<file path="src/rtl/sprs_pkg.sv">
// Shared types for the sparse recovery iteration sequencer.
// Assumes: nothing beyond the standard language.
package sprs_pkg;

    typedef enum logic [3:0] {
        ST_IDLE,
        ST_INIT,
        ST_CHECK,
        ST_CORR,
        ST_CWAIT,
        ST_AMAX,
        ST_AWAIT,
        ST_APPEND,
        ST_LSQ,
        ST_LWAIT,
        ST_FIN
    } seq_state_e;

endpackage

</file>
<file path="src/rtl/sprs_support_file.sv">
// Support set storage: MAX_K column-index registers plus a valid count.
// Captures a candidate index, detects whether it is already held among the
// valid entries, appends it on request and serves a random-access read.
// Assumes: clr_i, cap_i and wr_i never coincide; the controller issues at
// most MAX_K appends between clears.
module sprs_support_file #(
    parameter int MAX_K = 32,
    parameter int IDX_W = 10,
    localparam int K_W  = $clog2(MAX_K + 1),
    localparam int AW   = (MAX_K > 1) ? $clog2(MAX_K) : 1
) (
    input  logic             clk,
    input  logic             rst_n,
    input  logic             clr_i,
    input  logic             cap_i,
    input  logic             wr_i,
    input  logic [IDX_W-1:0] cand_i,
    input  logic [AW-1:0]    rd_addr_i,
    output logic             dup_hit_o,
    output logic [K_W-1:0]   count_o,
    output logic [IDX_W-1:0] rd_data_o
);

    logic [IDX_W-1:0] ent   [MAX_K];
    logic [MAX_K-1:0] hit;
    logic [K_W-1:0]   count_q;
    logic [IDX_W-1:0] cand_q;
    logic             room;

    assign room = (count_q < K_W'(MAX_K));

    // Latch the candidate index when the search kernel reports it.
    always_ff @(posedge clk) begin
        if (!rst_n)     cand_q <= '0;
        else if (cap_i) cand_q <= cand_i;
    end

    // Valid-entry count: cleared on a new run, bumped on each append.
    always_ff @(posedge clk) begin
        if (!rst_n)             count_q <= '0;
        else if (clr_i)         count_q <= '0;
        else if (wr_i && room)  count_q <= count_q + K_W'(1);
    end

    generate
        for (genvar i = 0; i < MAX_K; i++) begin : g_slot
            localparam logic [K_W-1:0] SLOT = K_W'(i);

            // One support slot, written when the count points at it.
            always_ff @(posedge clk) begin
                if (!rst_n)                         ent[i] <= '0;
                else if (wr_i && count_q == SLOT)   ent[i] <= cand_q;
            end

            // Match of the live candidate against a valid slot.
            assign hit[i] = (SLOT < count_q) && (ent[i] == cand_i);
        end
    endgenerate

    assign dup_hit_o = |hit;
    assign count_o   = count_q;
    assign rd_data_o = ent[rd_addr_i];

    // the count moves only one step up or back to zero
    p_count_step_r3: assert property (@(posedge clk) disable iff (!rst_n)
        (count_q != $past(count_q)) |-> (count_q == $past(count_q) + K_W'(1) || count_q == '0));

    // never more entries than the capacity
    p_count_cap_r7: assert property (@(posedge clk) disable iff (!rst_n)
        count_q <= K_W'(MAX_K));

    // a repeated index is never appended
    p_no_dup_append_r8: assert property (@(posedge clk) disable iff (!rst_n)
        (cap_i && dup_hit_o) |=> !wr_i);

endmodule

</file>
<file path="src/rtl/sprs_seq_fsm.sv">
// Phase controller for the greedy recovery loop. Runs correlate, search,
// append and least-squares phases once per iteration until the latched
// sparsity is reached, or ends early when the search repeats an index.
// Assumes: each kernel answers every start with exactly one done strobe.
module sprs_seq_fsm
    import sprs_pkg::*;
#(
    parameter int MAX_K = 32,
    localparam int K_W  = $clog2(MAX_K + 1)
) (
    input  logic           clk,
    input  logic           rst_n,
    input  logic           start_i,
    input  logic [K_W-1:0] sparsity_i,
    input  logic           corr_done_i,
    input  logic           amax_done_i,
    input  logic           lsq_done_i,
    input  logic           dup_hit_i,
    output logic           clr_o,
    output logic           cap_o,
    output logic           wr_o,
    output logic           res_init_o,
    output logic           corr_start_o,
    output logic           amax_start_o,
    output logic           lsq_start_o,
    output logic [K_W-1:0] iter_o,
    output logic           busy_o,
    output logic           done_o,
    output logic           dup_err_o
);

    seq_state_e     state, nxt;
    logic [K_W-1:0] k_q;
    logic [K_W-1:0] iter_q;
    logic           err_q;
    logic           accept;

    assign accept = (state == ST_IDLE) && start_i;

    // Next-state decode of the iteration loop.
    always_comb begin
        nxt = state;
        unique case (state)
            ST_IDLE:   if (start_i) nxt = ST_INIT;
            ST_INIT:   nxt = ST_CHECK;
            ST_CHECK:  nxt = (iter_q < k_q) ? ST_CORR : ST_FIN;
            ST_CORR:   nxt = ST_CWAIT;
            ST_CWAIT:  if (corr_done_i) nxt = ST_AMAX;
            ST_AMAX:   nxt = ST_AWAIT;
            ST_AWAIT:  if (amax_done_i) nxt = dup_hit_i ? ST_FIN : ST_APPEND;
            ST_APPEND: nxt = ST_LSQ;
            ST_LSQ:    nxt = ST_LWAIT;
            ST_LWAIT:  if (lsq_done_i) nxt = ST_CHECK;
            ST_FIN:    nxt = ST_IDLE;
            default:   nxt = ST_IDLE;
        endcase
    end

    // State register.
    always_ff @(posedge clk) begin
        if (!rst_n) state <= ST_IDLE;
        else        state <= nxt;
    end

    // Latched sparsity, clamped to the support capacity.
    always_ff @(posedge clk) begin
        if (!rst_n)      k_q <= '0;
        else if (accept) k_q <= (sparsity_i > K_W'(MAX_K)) ? K_W'(MAX_K) : sparsity_i;
    end

    // Iteration counter: cleared at start, advanced when least squares ends.
    always_ff @(posedge clk) begin
        if (!rst_n)                                  iter_q <= '0;
        else if (accept)                             iter_q <= '0;
        else if (state == ST_LWAIT && lsq_done_i)    iter_q <= iter_q + K_W'(1);
    end

    // Sticky repeated-index flag, cleared by the next accepted start.
    always_ff @(posedge clk) begin
        if (!rst_n)                                          err_q <= 1'b0;
        else if (accept)                                     err_q <= 1'b0;
        else if (state == ST_AWAIT && amax_done_i && dup_hit_i) err_q <= 1'b1;
    end

    assign clr_o        = accept;
    assign cap_o        = (state == ST_AWAIT) && amax_done_i;
    assign wr_o         = (state == ST_APPEND);
    assign res_init_o   = (state == ST_INIT);
    assign corr_start_o = (state == ST_CORR);
    assign amax_start_o = (state == ST_AMAX);
    assign lsq_start_o  = (state == ST_LSQ);
    assign iter_o       = iter_q;
    assign busy_o       = (state != ST_IDLE);
    assign done_o       = (state == ST_FIN);
    assign dup_err_o    = err_q;

    // completion is a single-cycle pulse
    p_done_pulse_r5: assert property (@(posedge clk) disable iff (!rst_n)
        done_o |=> !done_o);

    // a clean finish reports exactly the latched sparsity
    p_iter_eq_k_r5: assert property (@(posedge clk) disable iff (!rst_n)
        (done_o && !dup_err_o) |-> (iter_q == k_q));

    // the search starts only right after correlation reported done
    p_amax_after_corr_r3: assert property (@(posedge clk) disable iff (!rst_n)
        amax_start_o |-> $past(corr_done_i));

    // a start seen while busy never restarts the run
    p_busy_start_ignored_r9: assert property (@(posedge clk) disable iff (!rst_n)
        (busy_o && start_i) |=> !res_init_o);

endmodule

</file>
<file path="src/rtl/sprs_iter_seq.sv">
// Top of the sparse recovery iteration sequencer: joins the phase controller
// to the support set storage and exposes kernel handshakes and the support
// read port.
// Assumes: kernels are external and handshake with single-cycle strobes.
module sprs_iter_seq #(
    parameter int MAX_K = 32,
    parameter int IDX_W = 10,
    localparam int K_W  = $clog2(MAX_K + 1),
    localparam int AW   = (MAX_K > 1) ? $clog2(MAX_K) : 1
) (
    input  logic             clk,
    input  logic             rst_n,
    input  logic             start_i,
    input  logic [K_W-1:0]   sparsity_i,
    output logic             res_init_o,
    output logic             corr_start_o,
    input  logic             corr_done_i,
    output logic             amax_start_o,
    input  logic             amax_done_i,
    input  logic [IDX_W-1:0] amax_idx_i,
    output logic             lsq_start_o,
    input  logic             lsq_done_i,
    output logic [K_W-1:0]   lsq_size_o,
    input  logic [AW-1:0]    supp_rd_addr_i,
    output logic [IDX_W-1:0] supp_rd_data_o,
    output logic [K_W-1:0]   supp_count_o,
    output logic [K_W-1:0]   iter_o,
    output logic             busy_o,
    output logic             done_o,
    output logic             dup_err_o
);

    logic           clr, cap, wr, dup_hit;
    logic [K_W-1:0] count;

    sprs_seq_fsm #(.MAX_K(MAX_K)) u_fsm (
        .clk          (clk),
        .rst_n        (rst_n),
        .start_i      (start_i),
        .sparsity_i   (sparsity_i),
        .corr_done_i  (corr_done_i),
        .amax_done_i  (amax_done_i),
        .lsq_done_i   (lsq_done_i),
        .dup_hit_i    (dup_hit),
        .clr_o        (clr),
        .cap_o        (cap),
        .wr_o         (wr),
        .res_init_o   (res_init_o),
        .corr_start_o (corr_start_o),
        .amax_start_o (amax_start_o),
        .lsq_start_o  (lsq_start_o),
        .iter_o       (iter_o),
        .busy_o       (busy_o),
        .done_o       (done_o),
        .dup_err_o    (dup_err_o)
    );

    sprs_support_file #(.MAX_K(MAX_K), .IDX_W(IDX_W)) u_supp (
        .clk       (clk),
        .rst_n     (rst_n),
        .clr_i     (clr),
        .cap_i     (cap),
        .wr_i      (wr),
        .cand_i    (amax_idx_i),
        .rd_addr_i (supp_rd_addr_i),
        .dup_hit_o (dup_hit),
        .count_o   (count),
        .rd_data_o (supp_rd_data_o)
    );

    assign lsq_size_o   = count;
    assign supp_count_o = count;

    // system size seen by least squares is the 1-based iteration number
    p_lsq_size_r4: assert property (@(posedge clk) disable iff (!rst_n)
        lsq_start_o |-> (lsq_size_o == iter_o + K_W'(1)));

    // at most one phase strobe per cycle
    p_strobe_exclusive_r3: assert property (@(posedge clk) disable iff (!rst_n)
        $onehot0({res_init_o, corr_start_o, amax_start_o, lsq_start_o}));

endmodule

</file>
<file path="config.mk">
export PLATFORM = sky130hd
export DESIGN_NAME = sprs_iter_seq
export DESIGN_NICKNAME = d
export VERILOG_FILES = /design/src/rtl/sprs_pkg.sv /design/src/rtl/sprs_support_file.sv /design/src/rtl/sprs_seq_fsm.sv /design/src/rtl/sprs_iter_seq.sv
export SDC_FILE = /design/constraint.sdc
export NUM_CORES = 1
export LEC_CHECK = 0
export BUFFER_PORTS_ARGS = -buffer_cell sky130_fd_sc_hd__buf_2
export CAP_MARGIN = 30
export CORE_ASPECT_RATIO = 1.1
export CORE_MARGIN = 3
export CORE_UTILIZATION = 35
export DETAILED_ROUTE_END_ITERATION = 16
export SLEW_MARGIN = 20
export SYNTH_ARGS = -nofsm -noshare
export SYNTH_HDL_FRONTEND = slang
export SYNTH_SLANG_ARGS = --single-unit
</file>
<file path="constraint.sdc">
create_clock -name clk -period 4.7 [get_ports clk]
set_input_delay 0.94 -clock clk [delete_from_list [all_inputs] [get_ports clk]]
set_output_delay 0.94 -clock clk [all_outputs]
set_load 0.05 [all_outputs]
</file>
== After elaboration in Yosys (flattened, before gate mapping) ==
Memories as Yosys holds them, arrays and structs flattened.
Cells that the tools add are included.

* Register bits: 33
* Bits in writable memories: 320
* Output and inout port bits: 35
* Logic and storage cells: 366
* Memories: 1

{| class="wikitable"
|+ Memories
! memory !! words !! bits a word !! read ports !! clocked after Yosys merged registers in !! wr ports !! RTL line !! RTL
|-
| u_supp.ent || 32 || 10 || 33 || 0 || 32 || sprs_support_file.sv:24 || <nowiki>logic [IDX_W-1:0] ent [MAX_K];</nowiki>
|}

* $add $sub $neg: 2
* $lt $le $gt $ge: 35
* Equality and inequality tests: 77
* Multiplexer cells: 137
* Bitwise gates (word level): 33
* Reductions and logical operators: 75

{| class="wikitable"
|+ Operator list
! kind !! count
|-
| 10-bit == test || 32
|-
| 10-bit two-way mux || 32
|-
| 1-bit two-way mux || 97
|-
| 6-bit by 5-bit == test with 1-bit output, second input constant || 16
|-
| 5-bit by 6-bit < comparator with 1-bit output, first input constant || 16
|-
| 1-bit logical AND || 69
|-
| 6-bit by 4-bit == test with 1-bit output, second input constant || 8
|-
| 4-bit by 6-bit < comparator with 1-bit output, first input constant || 8
|-
| 4-bit case mux with 10 select lines || 1
|-
| 1-bit OR || 32
|-
| 32-bit OR reduction || 1
|-
| 6-bit by 3-bit == test with 1-bit output, second input constant || 4
|-
| 3-bit by 6-bit < comparator with 1-bit output, first input constant || 4
|-
| 4-bit two-way mux || 6
|-
| 4-bit by 3-bit == test with 1-bit output, second input constant || 4
|-
| 6-bit by 1-bit adder with 6-bit output, second input constant || 2
|-
| 4-bit == test, second input constant || 3
|-
| 6-bit by 2-bit == test with 1-bit output, second input constant || 2
|-
| 1-bit by 6-bit < comparator with 1-bit output, first input constant || 2
|-
| 2-bit by 6-bit < comparator with 1-bit output, first input constant || 2
|-
| 4-bit by 2-bit == test with 1-bit output, second input constant || 2
|-
| 2-bit inequality test, second input constant || 4
|-
| 6-bit by 1-bit == test with 1-bit output, second input constant || 1
|-
| 6-bit greater-than comparator, second input constant || 1
|-
| 10 further kinds || 10
|}

== Depth between registers and ports, before layout ==
Gate-level depths: netlist of the first run.

* Depth in word-level cells: 6
* Mapped depth: 11
* Gate-level depth less buffers: 10

== Modules after synthesis ==
From an unflattened synthesis of the first run, not the netlist that was laid out.

* Cell total of the unflattened synthesis: 1635
* Area, all modules: 20443.4 µm²

{| class="wikitable"
|+ Modules (own cells, without submodules)
! module !! times used !! cells each !! area each (µm²) !! sequential area each (µm²)
|-
| sprs_support_file || 1 || 1505 || 19371.1 || 9929.5
|-
| sprs_seq_fsm || 1 || 124 || 1027.2 || 340.3
|-
| sprs_iter_seq || 1 || 6 || 45.0 || 0.0
|}

== Least setup slack after synthesis of the first run ==
No wires, ideal clock.

* Path type: in2out
* From: input supp_rd_addr_i[0]
* To: output supp_rd_data_o[0]
* Arrival: 2.800 ns
* Slack: 0.960 ns
* Cell stages on the path: 5
* Buffers on the path: 2
* Cell sequence: clkbuf_1 > buf_2 > mux4_2 > mux4_2 > mux2_2

* Word-level cells in the longest chain between the ends: 1

{| class="wikitable"
|+ RTL lines
! what !! RTL line !! RTL
|-
| start: declaration || sprs_iter_seq.sv:24 || <nowiki>input logic [AW-1:0] supp_rd_addr_i,</nowiki>
|-
| memory read 32 x 10 bit || n/a ||
|-
| end: declaration || sprs_iter_seq.sv:25 || <nowiki>output logic [IDX_W-1:0] supp_rd_data_o,</nowiki>
|}

No other way between the ends.

== Final worst setup path of the first run ==
* From: input supp_rd_addr_i[0]
* To: output supp_rd_data_o[9]

Same word-level chain as after synthesis.

==> flow_metrics.env, run 1 <==
export IMPL_status="completed"
export IMPL_worstSetupPathDepth=6
export IMPL_grt_pass1_vias=14300
export IMPL_setup_tns_ns=0
export IMPL_yosysSeqAreaShare=0.501
export IMPL_rows=92
export IMPL_gp_congestion=1.02
export IMPL_fillers=5390
export IMPL_cp_num_buf_inv=3
export IMPL_cts_tree="built"
export IMPL_period_needed_ns=4.15
export IMPL_drive_above_1_share=0.190
export IMPL_via_per_inst=5.85
export IMPL_ys_warn_count=0
export IMPL_portBuffers=61
export IMPL_slew_headroom=0.383
export IMPL_cts_resized=0
export IMPL_fin_area_sq_um=23200
export IMPL_synth_seq_cells=353
export IMPL_fin_util=0.403
export IMPL_area_delta_synth_final_pct=13.3
export IMPL_cp_slowest_cell="mux4_2"
export IMPL_grt_max_degree=42
export IMPL_routed_via_count=14700
export IMPL_hold_slack_ns=0.453
export IMPL_synth_top_area_share=0.469
export IMPL_dr_first_iter_drc_count=1757
export IMPL_wirelength_mm=76.4
export IMPL_dp_slack_ns=0.538
export IMPL_synth_nets=1699
export IMPL_syn_cell_area_sq_um=20500
export IMPL_async_flop_share=0
export IMPL_clkTransAtPathRegs_ns=0.05
export IMPL_final_cell_mix="320 x edfxtp_1, 312 x and2_1, 201 x xor2_1, 128 x xnor2_1, 100 x mux4_2"
export IMPL_critPathTopFamily="multiplexers"
export IMPL_diodes=0
export IMPL_ys_types=54
export IMPL_crit_path_cell_trace="buf_4, buf_4, mux4_2, mux4_2, mux2_2, buf_2"
export IMPL_p_leak_nw=8.33
export IMPL_timing_fmax_ghz=0.241
export IMPL_reg2reg_depth=12
export IMPL_whs_path_depth=2
export IMPL_grt_antenna_before_repair=6
export IMPL_drc=0
export IMPL_crit_arrival_ns=3.21
export IMPL_initial_utilization=0.356
export IMPL_hold_viol=0
export IMPL_setup_violations_final=0
export IMPL_drt_wirelength_per_cell_microns=30.4
export IMPL_ioPinCount=62
export IMPL_rsz0062_at_grt="false"
export IMPL_clock_sinks=353
export IMPL_ys_flop_type="edfxtp_1"
export IMPL_hold_buffers=0
export IMPL_first_pass_iters=7
export IMPL_hold_class="flop to flop"
export IMPL_clk_latency_ns=0.58
export IMPL_layout_commonest_cell="edfxtp_1"
export IMPL_grt_overflow=0
export IMPL_slew_violations=0
export IMPL_root_buffer="clkbuf_16"
export IMPL_htree_levels=2
export IMPL_powerDensity_nw_per_um2=337
export IMPL_post_cts_buffers=0
export IMPL_required_ns=3.76
export IMPL_syn_avg_cell_area_sq_um=12.3
export IMPL_fin_crit_sh=0.882
export IMPL_synth_area_top_cells="edfxtp_1 47%, mux4_2 11%, and2_1 9.5%, xor2_1 8.6%, xnor2_1 5.5%"
export IMPL_dieHeight_microns=260
export IMPL_synthCells=1662
export IMPL_synth_edff_count=320
export IMPL_ir_worst_vdd_mv=0.343
export IMPL_grtUsageMet1=0.335
export IMPL_end_kind="output port"
export IMPL_start_kind="input pin"
export IMPL_dieArea_sq_um=61500
export IMPL_synth_area_leader_cell="edfxtp_1"
export IMPL_use_met2=0.383
export IMPL_critical_path_max_stage_delay_ns=0.54
export IMPL_cap_viol_max_count=0
export IMPL_globalRouteMet3Util=0.0508
export IMPL_place_area_sq_um=21900
export IMPL_core_sq_um=57600
export IMPL_grt_pass1_wl_mm=109
export IMPL_tightest_slew_ns=0.924
export IMPL_critPathKind="input pin to output port"
export IMPL_skew_ns=0.0222
export IMPL_post_dp_hpwl_mm=55.7
export IMPL_nets=1770
export IMPL_antenna_left=0
export IMPL_critPathMaxFanout=18
export IMPL_die_w_microns=237
export IMPL_setup_ws_ns=0.555
export IMPL_grt_total_usage=0.248
export IMPL_cts_made_buffers=41
export IMPL_clk_path_buf_depth=3
export IMPL_grt_busiest_layer="met2"
where the power goes:
part,switching [mW],internal (mW),leakage [nW]
logic,0.610,0.399,4.15
registers,0.171,3.53,3.57
clock network,1.32,1.78,0.613
total,2.10,5.71,8.33
per-stage QoR:
stage	total power [mW]	cells
after floorplan	4.42	1662
after global placement	4.76	2439
after CTS	7.84	2512
after detailed placement	4.76	2442
after global routing	8.05	2512
final	7.81	2512
tightest hold or removal path, delay by kind of cell (launching register included):
family | cells | cell delay (ns)
compound gates | 1 | 0.05
flops | 1 | 0.30
simple gates | 1 | 0.05
logic make-up (layout without fill, tap and decap cells):
logic type,count (synthesis),count (layout),share of synthesized area
simple gates,607,607,0.169
fa+ha+maj,10,10,0.00611
mux,112,112,0.116
compound gates,111,111,0.0327
buf+inv,140,238,0.0337
flops,353,353,0.501
xor+xnor,329,329,0.141
registers in the layout (all words and copies together), names as in the netlist:
| register | count |
|---|---|
| u_fsm.state | 4 |
| u_fsm.iter_o | 6 |
| u_supp.cand_q | 10 |
| u_supp.ent | 320 |
| u_fsm.k_q | 6 |
| u_supp.count_o | 6 |
| u_fsm.dup_err_o | 1 |
cells in the mapped netlist, drive strengths merged (10+ instances only):
cell    instances
edfxtp        320
nor4           46
o21ai          44
and2          312
nor3           16
clkbuf         66
nand2          59
dfxtp          33
nor2           74
ha             10
nand4          29
buf            62
a31oi          10
inv            11
xor2          201
mux4          100
xnor2         128
a21oi          28
and3           11
nand3          37
mux2           10
routing by layer:
metal,vias to the layer above,routed length (microns)
li1,6097,-
met1,7453,30700
met2,909,34200
met3,223,7200
met4,2,4260
met5,-,11
layout make-up:
class	count	area, sq um	area share
clock buffer	50	1100	0.0475
clock inverter	20	170	0.00733
inverter	12	45.0	0.00194
multi-input combinational	1169	9520	0.410
sequential	353	10300	0.443
tap	752	941	0.0405
timing repair buffer	156	1160	0.0498
path summary, 6_finish.rpt:
kind	end	start	slack, ns
setup / recovery	supp_rd_data_o[9]	supp_rd_addr_i[0]	0.55
hold / removal	u_supp.cand_q[2]	u_supp.cand_q[2]	0.45
setup reg to reg	u_fsm.dup_err_o	u_supp.count_o[1]	1.36
hold reg to reg	u_supp.cand_q[2]	u_supp.cand_q[2]	0.45
Note: power is estimated with default switching activity, not from simulation.
==> run 2, diff against run 1 <==
Settings changed: ABC_AREA set to 1.
==> flow_metrics.env, run 2 <==
export IMPL_root_buffer="clkbuf_16"
export IMPL_skew_ns=0.0146
export IMPL_routed_via_count=19100
export IMPL_portBuffers=61
export IMPL_yosysSeqAreaShare=0.482
export IMPL_synth_area_leader_cell="edfxtp_1"
export IMPL_syn_avg_cell_area_sq_um=8.10
export IMPL_cp_endpoint="supp_rd_data_o[1]"
export IMPL_hold_viol=0
export IMPL_cp_slowest_cell="a31oi_1"
export IMPL_area_delta_synth_final_pct=11.1
export IMPL_reg2reg_setup_slack_ns=1.46
export IMPL_synth_nets=2667
export IMPL_fillers=6091
export IMPL_worstHoldStart="u_supp.cand_q[1]"
export IMPL_end_kind="output port"
export IMPL_slew_violations=0
export IMPL_status="completed"
export IMPL_nets=2668
export IMPL_hold_class="flop to flop"
export IMPL_ys_warn_count=0
export IMPL_post_cts_buffers=0
export IMPL_slew_headroom=0.340
export IMPL_htree_levels=2
export IMPL_critPathKind="input pin to output port"
export IMPL_grt_overflow=0
export IMPL_cts_made_buffers=41
export IMPL_period_needed_ns=4.55
export IMPL_crit_path_cell_trace="buf_4, inv_6, buf_12, buf_4, o21ai_0, o211ai_1, nand3_1, o21ai_0, nor2_1, a31oi_1, buf_12"
export IMPL_synth_top_area_share=0.451
export IMPL_clk_path_buf_depth=3
export IMPL_synth_edff_count=320
export IMPL_grt_antenna_before_repair=1
export IMPL_regToRegStartpoint="u_supp.count_o[0]"
export IMPL_dieHeight_microns=265
export IMPL_wirelength_mm=84.0
export IMPL_critPathMaxFanout=74
export IMPL_clock_sinks=353
export IMPL_synth_area_top_cells="edfxtp_1 45%, nor2_1 11%, nand2_1 9.5%, xnor2_1 8.6%, o21ai_0 5.1%"
export IMPL_synth_seq_cells=353
export IMPL_largest_register="u_supp.ent"
export IMPL_synth_most_common_cell="nor2_1"
export IMPL_cts_resized=0
export IMPL_ys_flop_type="edfxtp_1"
export IMPL_p_leak_nw=8.67
export IMPL_final_cell_mix="611 x nor2_1, 541 x nand2_1, 320 x edfxtp_1, 216 x o21ai_0, 209 x xnor2_1"
export IMPL_hold_buffers=0
export IMPL_reg2reg_depth=14
export IMPL_clkTransAtPathRegs_ns=0.06
export IMPL_power_mw=7.80
export IMPL_antenna_left=0
export IMPL_rsz0062_at_grt="false"
export IMPL_async_flop_share=0
export IMPL_start_kind="input pin"
export IMPL_fin_util=0.395
export IMPL_core_sq_um=60000
export IMPL_post_dp_hpwl_mm=56.7
export IMPL_setup_tns_ns=0
export IMPL_drive_above_1_share=0.0887
export IMPL_dieArea_sq_um=63900
export IMPL_clk_latency_ns=0.58
export IMPL_die_w_microns=241
export IMPL_setup_violations_final=0
export IMPL_grt_total_usage=0.259
export IMPL_critical_path_max_stage_delay_ns=0.50
export IMPL_largest_reg_flops=320
export IMPL_ir_worst_vdd_mv=0.253
export IMPL_layout_commonest_cell="nor2_1"
export IMPL_drc=0
export IMPL_initial_utilization=0.355
export IMPL_crit_arrival_ns=3.61
export IMPL_first_pass_iters=6
export IMPL_yosys_top_cells_count="611 x nor2_1, 541 x nand2_1, 320 x edfxtp_1, 217 x o21ai_0, 209 x xnor2_1"
export IMPL_grt_max_degree=107
export IMPL_synthCells=2630
export IMPL_dr_first_iter_drc_count=2334
export IMPL_required_ns=3.76
export IMPL_cts_tree="built"
export IMPL_via_per_inst=5.57
export IMPL_r2r_end="u_fsm.state[2]"
export IMPL_top_regs="u_supp.ent (320), u_supp.cand_q (10)"
export IMPL_crit_path_start="supp_rd_addr_i[0]"
export IMPL_grt_pass1_vias=18400
export IMPL_gp_congestion=0.999
export IMPL_ioPinCount=62
export IMPL_tightest_slew_ns=0.989
export IMPL_cap_viol_max_count=0
export IMPL_fin_crit_sh=0.967
export IMPL_ys_types=44
export IMPL_powerDensity_nw_per_um2=330
export IMPL_syn_cell_area_sq_um=21300
export IMPL_rows=94
export IMPL_timing_fmax_ghz=0.220
export IMPL_drt_wirelength_per_cell_microns=24.5
export IMPL_grt_pass1_wl_mm=121
## run 2: cell types whose count changed after synthesis, moves of 57 or more
cell     previous run  this run
inv_1              10       167
o21ai_0            44       217
nor2_1             73       611
a21oi_1            28        85
and2_1            312         0
nand2_1            59       541
xnor2_1           128       209
mux4_2            100         0
xor2_1            201         6
## run 2: stage by stage
step                      setup WS [ns]  cell area (sq um)  hold slack (ns)  cells
after global routing              0.107              23700            0.481   3429
after global placement            0.235              22400            0.438   3352
final                             0.153              23700            0.454   3430
after detailed placement          0.214              22400            0.445   3353
after CTS                         0.209              23600            0.453   3426
after floorplan                   0.911              21300            0.423   2630
## run 2: critical path: cells and delay by family
family,cells,cell delay (ns)
buffers and inverters,5,1.32
AND/OR/NAND/NOR,2,0.30
AO/OA/AOI/OAI,4,1.02
## run 2: kinds of logic (layout without fill, tap and decap cells)
| family | count (synthesis) | after routing | synth area share |
|---|---|---|---|
| AND/OR/NAND/NOR | 1301 | 1301 | 0.247 |
| AO/OA/AOI/OAI | 401 | 401 | 0.106 |
| flip-flops | 353 | 353 | 0.482 |
| buffers and inverters | 350 | 381 | 0.0713 |
| XOR/XNOR | 215 | 215 | 0.0884 |
| adder cells (fa/ha/maj) | 10 | 10 | 0.00587 |
| other | 0 | 1 | 0 |
## run 2: per-layer routing
| layer | up-vias | part of all wire | track usage |
|---|---|---|---|
| li1 | 8605 | - | - |
| met1 | 9072 | 0.39 | 0.337 |
| met2 | 1158 | 0.45 | 0.407 |
| met3 | 257 | 0.10 | 0.0566 |
| met4 | 0 | 0.055 | 0.127 |
| met5 | - | 0 | 0 |
## run 2: worst min-delay path by stage
stage                             to  slack [ns]  cells past startpoint
floorplan               u_fsm.k_q[0]        0.42                      2
global placement    u_supp.cand_q[7]        0.44                      2
detailed placement  u_supp.cand_q[7]        0.44                      2
CTS                 u_supp.cand_q[7]        0.45                      2
global route        u_supp.cand_q[1]        0.48                      2
finish              u_supp.cand_q[1]        0.45                      2
## run 2: final cells by class
class | count | area (sq um) | share of cell area
Clock inverter | 23 | 189 | 0.00798
Sequential cell | 353 | 10300 | 0.434
Inverter | 185 | 706 | 0.0298
Multi-Input combinational cell | 1927 | 9520 | 0.402
Tap cell | 768 | 961 | 0.0406
Clock buffer | 50 | 1070 | 0.0452
Antenna cell | 1 | 2.50 | 0.000106
Timing Repair Buffer | 123 | 951 | 0.0402
## run 2: power by group
part / internal [mW] / leakage, nW / total [mW] / switching, mW
Combinational: 0.333 / 4.56 / 1.07 / 0.735
Sequential: 3.53 / 3.51 / 3.63 / 0.0994
Clock: 1.73 / 0.612 / 3.10 / 1.37
Total: 5.60 / 8.67 / 7.80 / 2.20
==> run 3, diff against run 2 <==
Settings changed: CORE_UTILIZATION 35 to 52, PLACE_DENSITY set to 0.77.
==> flow_metrics.env, run 3 (synthesis results as in run 2) <==
export IMPL_status="completed"
export IMPL_wirelength_mm=80.3
export IMPL_grt_max_degree=107
export IMPL_ioPinCount=62
export IMPL_layout_commonest_cell="nor2_1"
export IMPL_skew_ns=0.0180
export IMPL_powerDensity_nw_per_um2=329
export IMPL_worstHoldStart="u_supp.cand_q[6]"
export IMPL_first_pass_iters=11
export IMPL_post_cts_buffers=0
export IMPL_core_sq_um=40400
export IMPL_final_cell_mix="611 x nor2_1, 541 x nand2_1, 320 x edfxtp_1, 217 x o21ai_0, 209 x xnor2_1"
export IMPL_top_regs="u_supp.ent (320), u_supp.cand_q (10)"
export IMPL_largest_reg_flops=320
export IMPL_grt_overflow=0
export IMPL_hold_buffers=0
export IMPL_p_leak_nw=8.59
export IMPL_cp_common_cell="buf_12"
export IMPL_crit_path_cell_trace="buf_4, inv_4, buf_12, o21ai_0, o221ai_1, nand3_1, a31oi_1, buf_12"
export IMPL_start_kind="input pin"
export IMPL_post_dp_hpwl_mm=53.3
export IMPL_hold_viol=0
export IMPL_setup_tns_ns=0
export IMPL_dr_first_iter_drc_count=3226
export IMPL_dieHeight_microns=218
export IMPL_drc=0
export IMPL_tightest_slew_ns=1.14
export IMPL_grt_antenna_before_repair=1
export IMPL_setup_violations_final=0
export IMPL_fin_crit_sh=0.935
export IMPL_hold_slack_ns=0.473
export IMPL_gp_congestion=1.04
export IMPL_root_buffer="clkbuf_16"
export IMPL_clk_path_buf_depth=3
export IMPL_timing_fmax_ghz=0.228
export IMPL_grt_pass1_vias=18500
export IMPL_nets=2656
export IMPL_dieArea_sq_um=43400
export IMPL_portBuffers=61
export IMPL_slew_violations=0
export IMPL_crit_arrival_ns=3.45
export IMPL_rsz0062_at_grt="false"
export IMPL_drt_wirelength_per_cell_microns=25.4
export IMPL_hold_class="flop to flop"
export IMPL_slew_headroom=0.241
export IMPL_area_delta_synth_final_pct=8.68
export IMPL_via_per_inst=6.25
export IMPL_seq_area_sq_um=10300
export IMPL_routed_via_count=19700
export IMPL_required_ns=3.76
export IMPL_fin_util=0.574
export IMPL_regToRegStartpoint="u_supp.count_o[1]"
export IMPL_htree_levels=2
export IMPL_crit_path_start="supp_rd_addr_i[0]"
export IMPL_cp_slowest_cell="a31oi_1"
export IMPL_cts_made_buffers=38
export IMPL_multi_input_area_sq_um=9520
export IMPL_grt_total_usage=0.367
export IMPL_end_kind="output port"
export IMPL_cts_tree="built"
export IMPL_fillers=3592
export IMPL_critPathMaxFanout=70
export IMPL_clock_sinks=353
export IMPL_antenna_left=0
export IMPL_cts_resized=0
export IMPL_clkTransAtPathRegs_ns=0.06
export IMPL_largest_register="u_supp.ent"
export IMPL_grt_pass1_wl_mm=117
export IMPL_critPathKind="input pin to output port"
export IMPL_cap_viol_max_count=0
export IMPL_drive_above_1_share=0.0850
export IMPL_period_needed_ns=4.39
export IMPL_critical_path_max_stage_delay_ns=0.74
export IMPL_rows=77
export IMPL_initial_utilization=0.528
export IMPL_ir_worst_vdd_mv=0.276
export IMPL_die_w_microns=199
export IMPL_clk_latency_ns=0.57
run 3: worst paths after layout:
path                  endpoint  slack [ns]  cells after the start
max          supp_rd_data_o[1]        0.31                      8
min           u_supp.cand_q[6]        0.47                      2
max reg2reg     u_fsm.state[3]        1.25                     13
min reg2reg   u_supp.cand_q[6]        0.47                      2
run 3: final cells by class:
type                            instances  area share
Timing Repair Buffer                  114      0.0363
Clock buffer                           51      0.0460
Sequential cell                       353       0.443
Multi-Input combinational cell       1927       0.411
Clock inverter                         17     0.00502
Antenna cell                            1    0.000108
Tap cell                              513      0.0277
Inverter                              185      0.0303
run 3: layer usage:
| layer | global-route usage | vias to the layer above | part of all wire | wire [microns] |
|---|---|---|---|---|
| met5 | 0 | - | 0 | 0 |
| met4 | 0.239 | 0 | 0.082 | 6550 |
| met3 | 0.0874 | 401 | 0.15 | 11700 |
| met2 | 0.554 | 1654 | 0.43 | 34600 |
| met1 | 0.472 | 9119 | 0.34 | 27500 |
| li1 | - | 8571 | - | - |
run 3: critical path: cells and delay by family:
kind	cells	cell delay, ns
buffers and inverters	4	0.94
AO/OA/AOI/OAI	3	1.19
AND/OR/NAND/NOR	1	0.34
run 3: power by group:
group | total [mW] | leakage (nW) | internal [mW] | switching [mW]
clock | 2.93 | 0.586 | 1.65 | 1.28
sequential | 3.64 | 3.51 | 3.53 | 0.108
combinational | 1.04 | 4.49 | 0.318 | 0.719
run 3: metrics by stage:
| stage | instance area (sq um) | power, mW | worst slack (ns) | cells |
|---|---|---|---|---|
| CTS | 23100 | 7.57 | 0.542 | 3159 |
| finish | 23200 | 7.61 | 0.306 | 3161 |
| global route | 23200 | 7.79 | 0.306 | 3161 |
| floorplan | 21300 | 4.36 | 0.911 | 2630 |
| detailed placement | 21900 | 4.70 | 0.591 | 3091 |
| global placement | 21900 | 4.67 | 0.615 | 3091 |
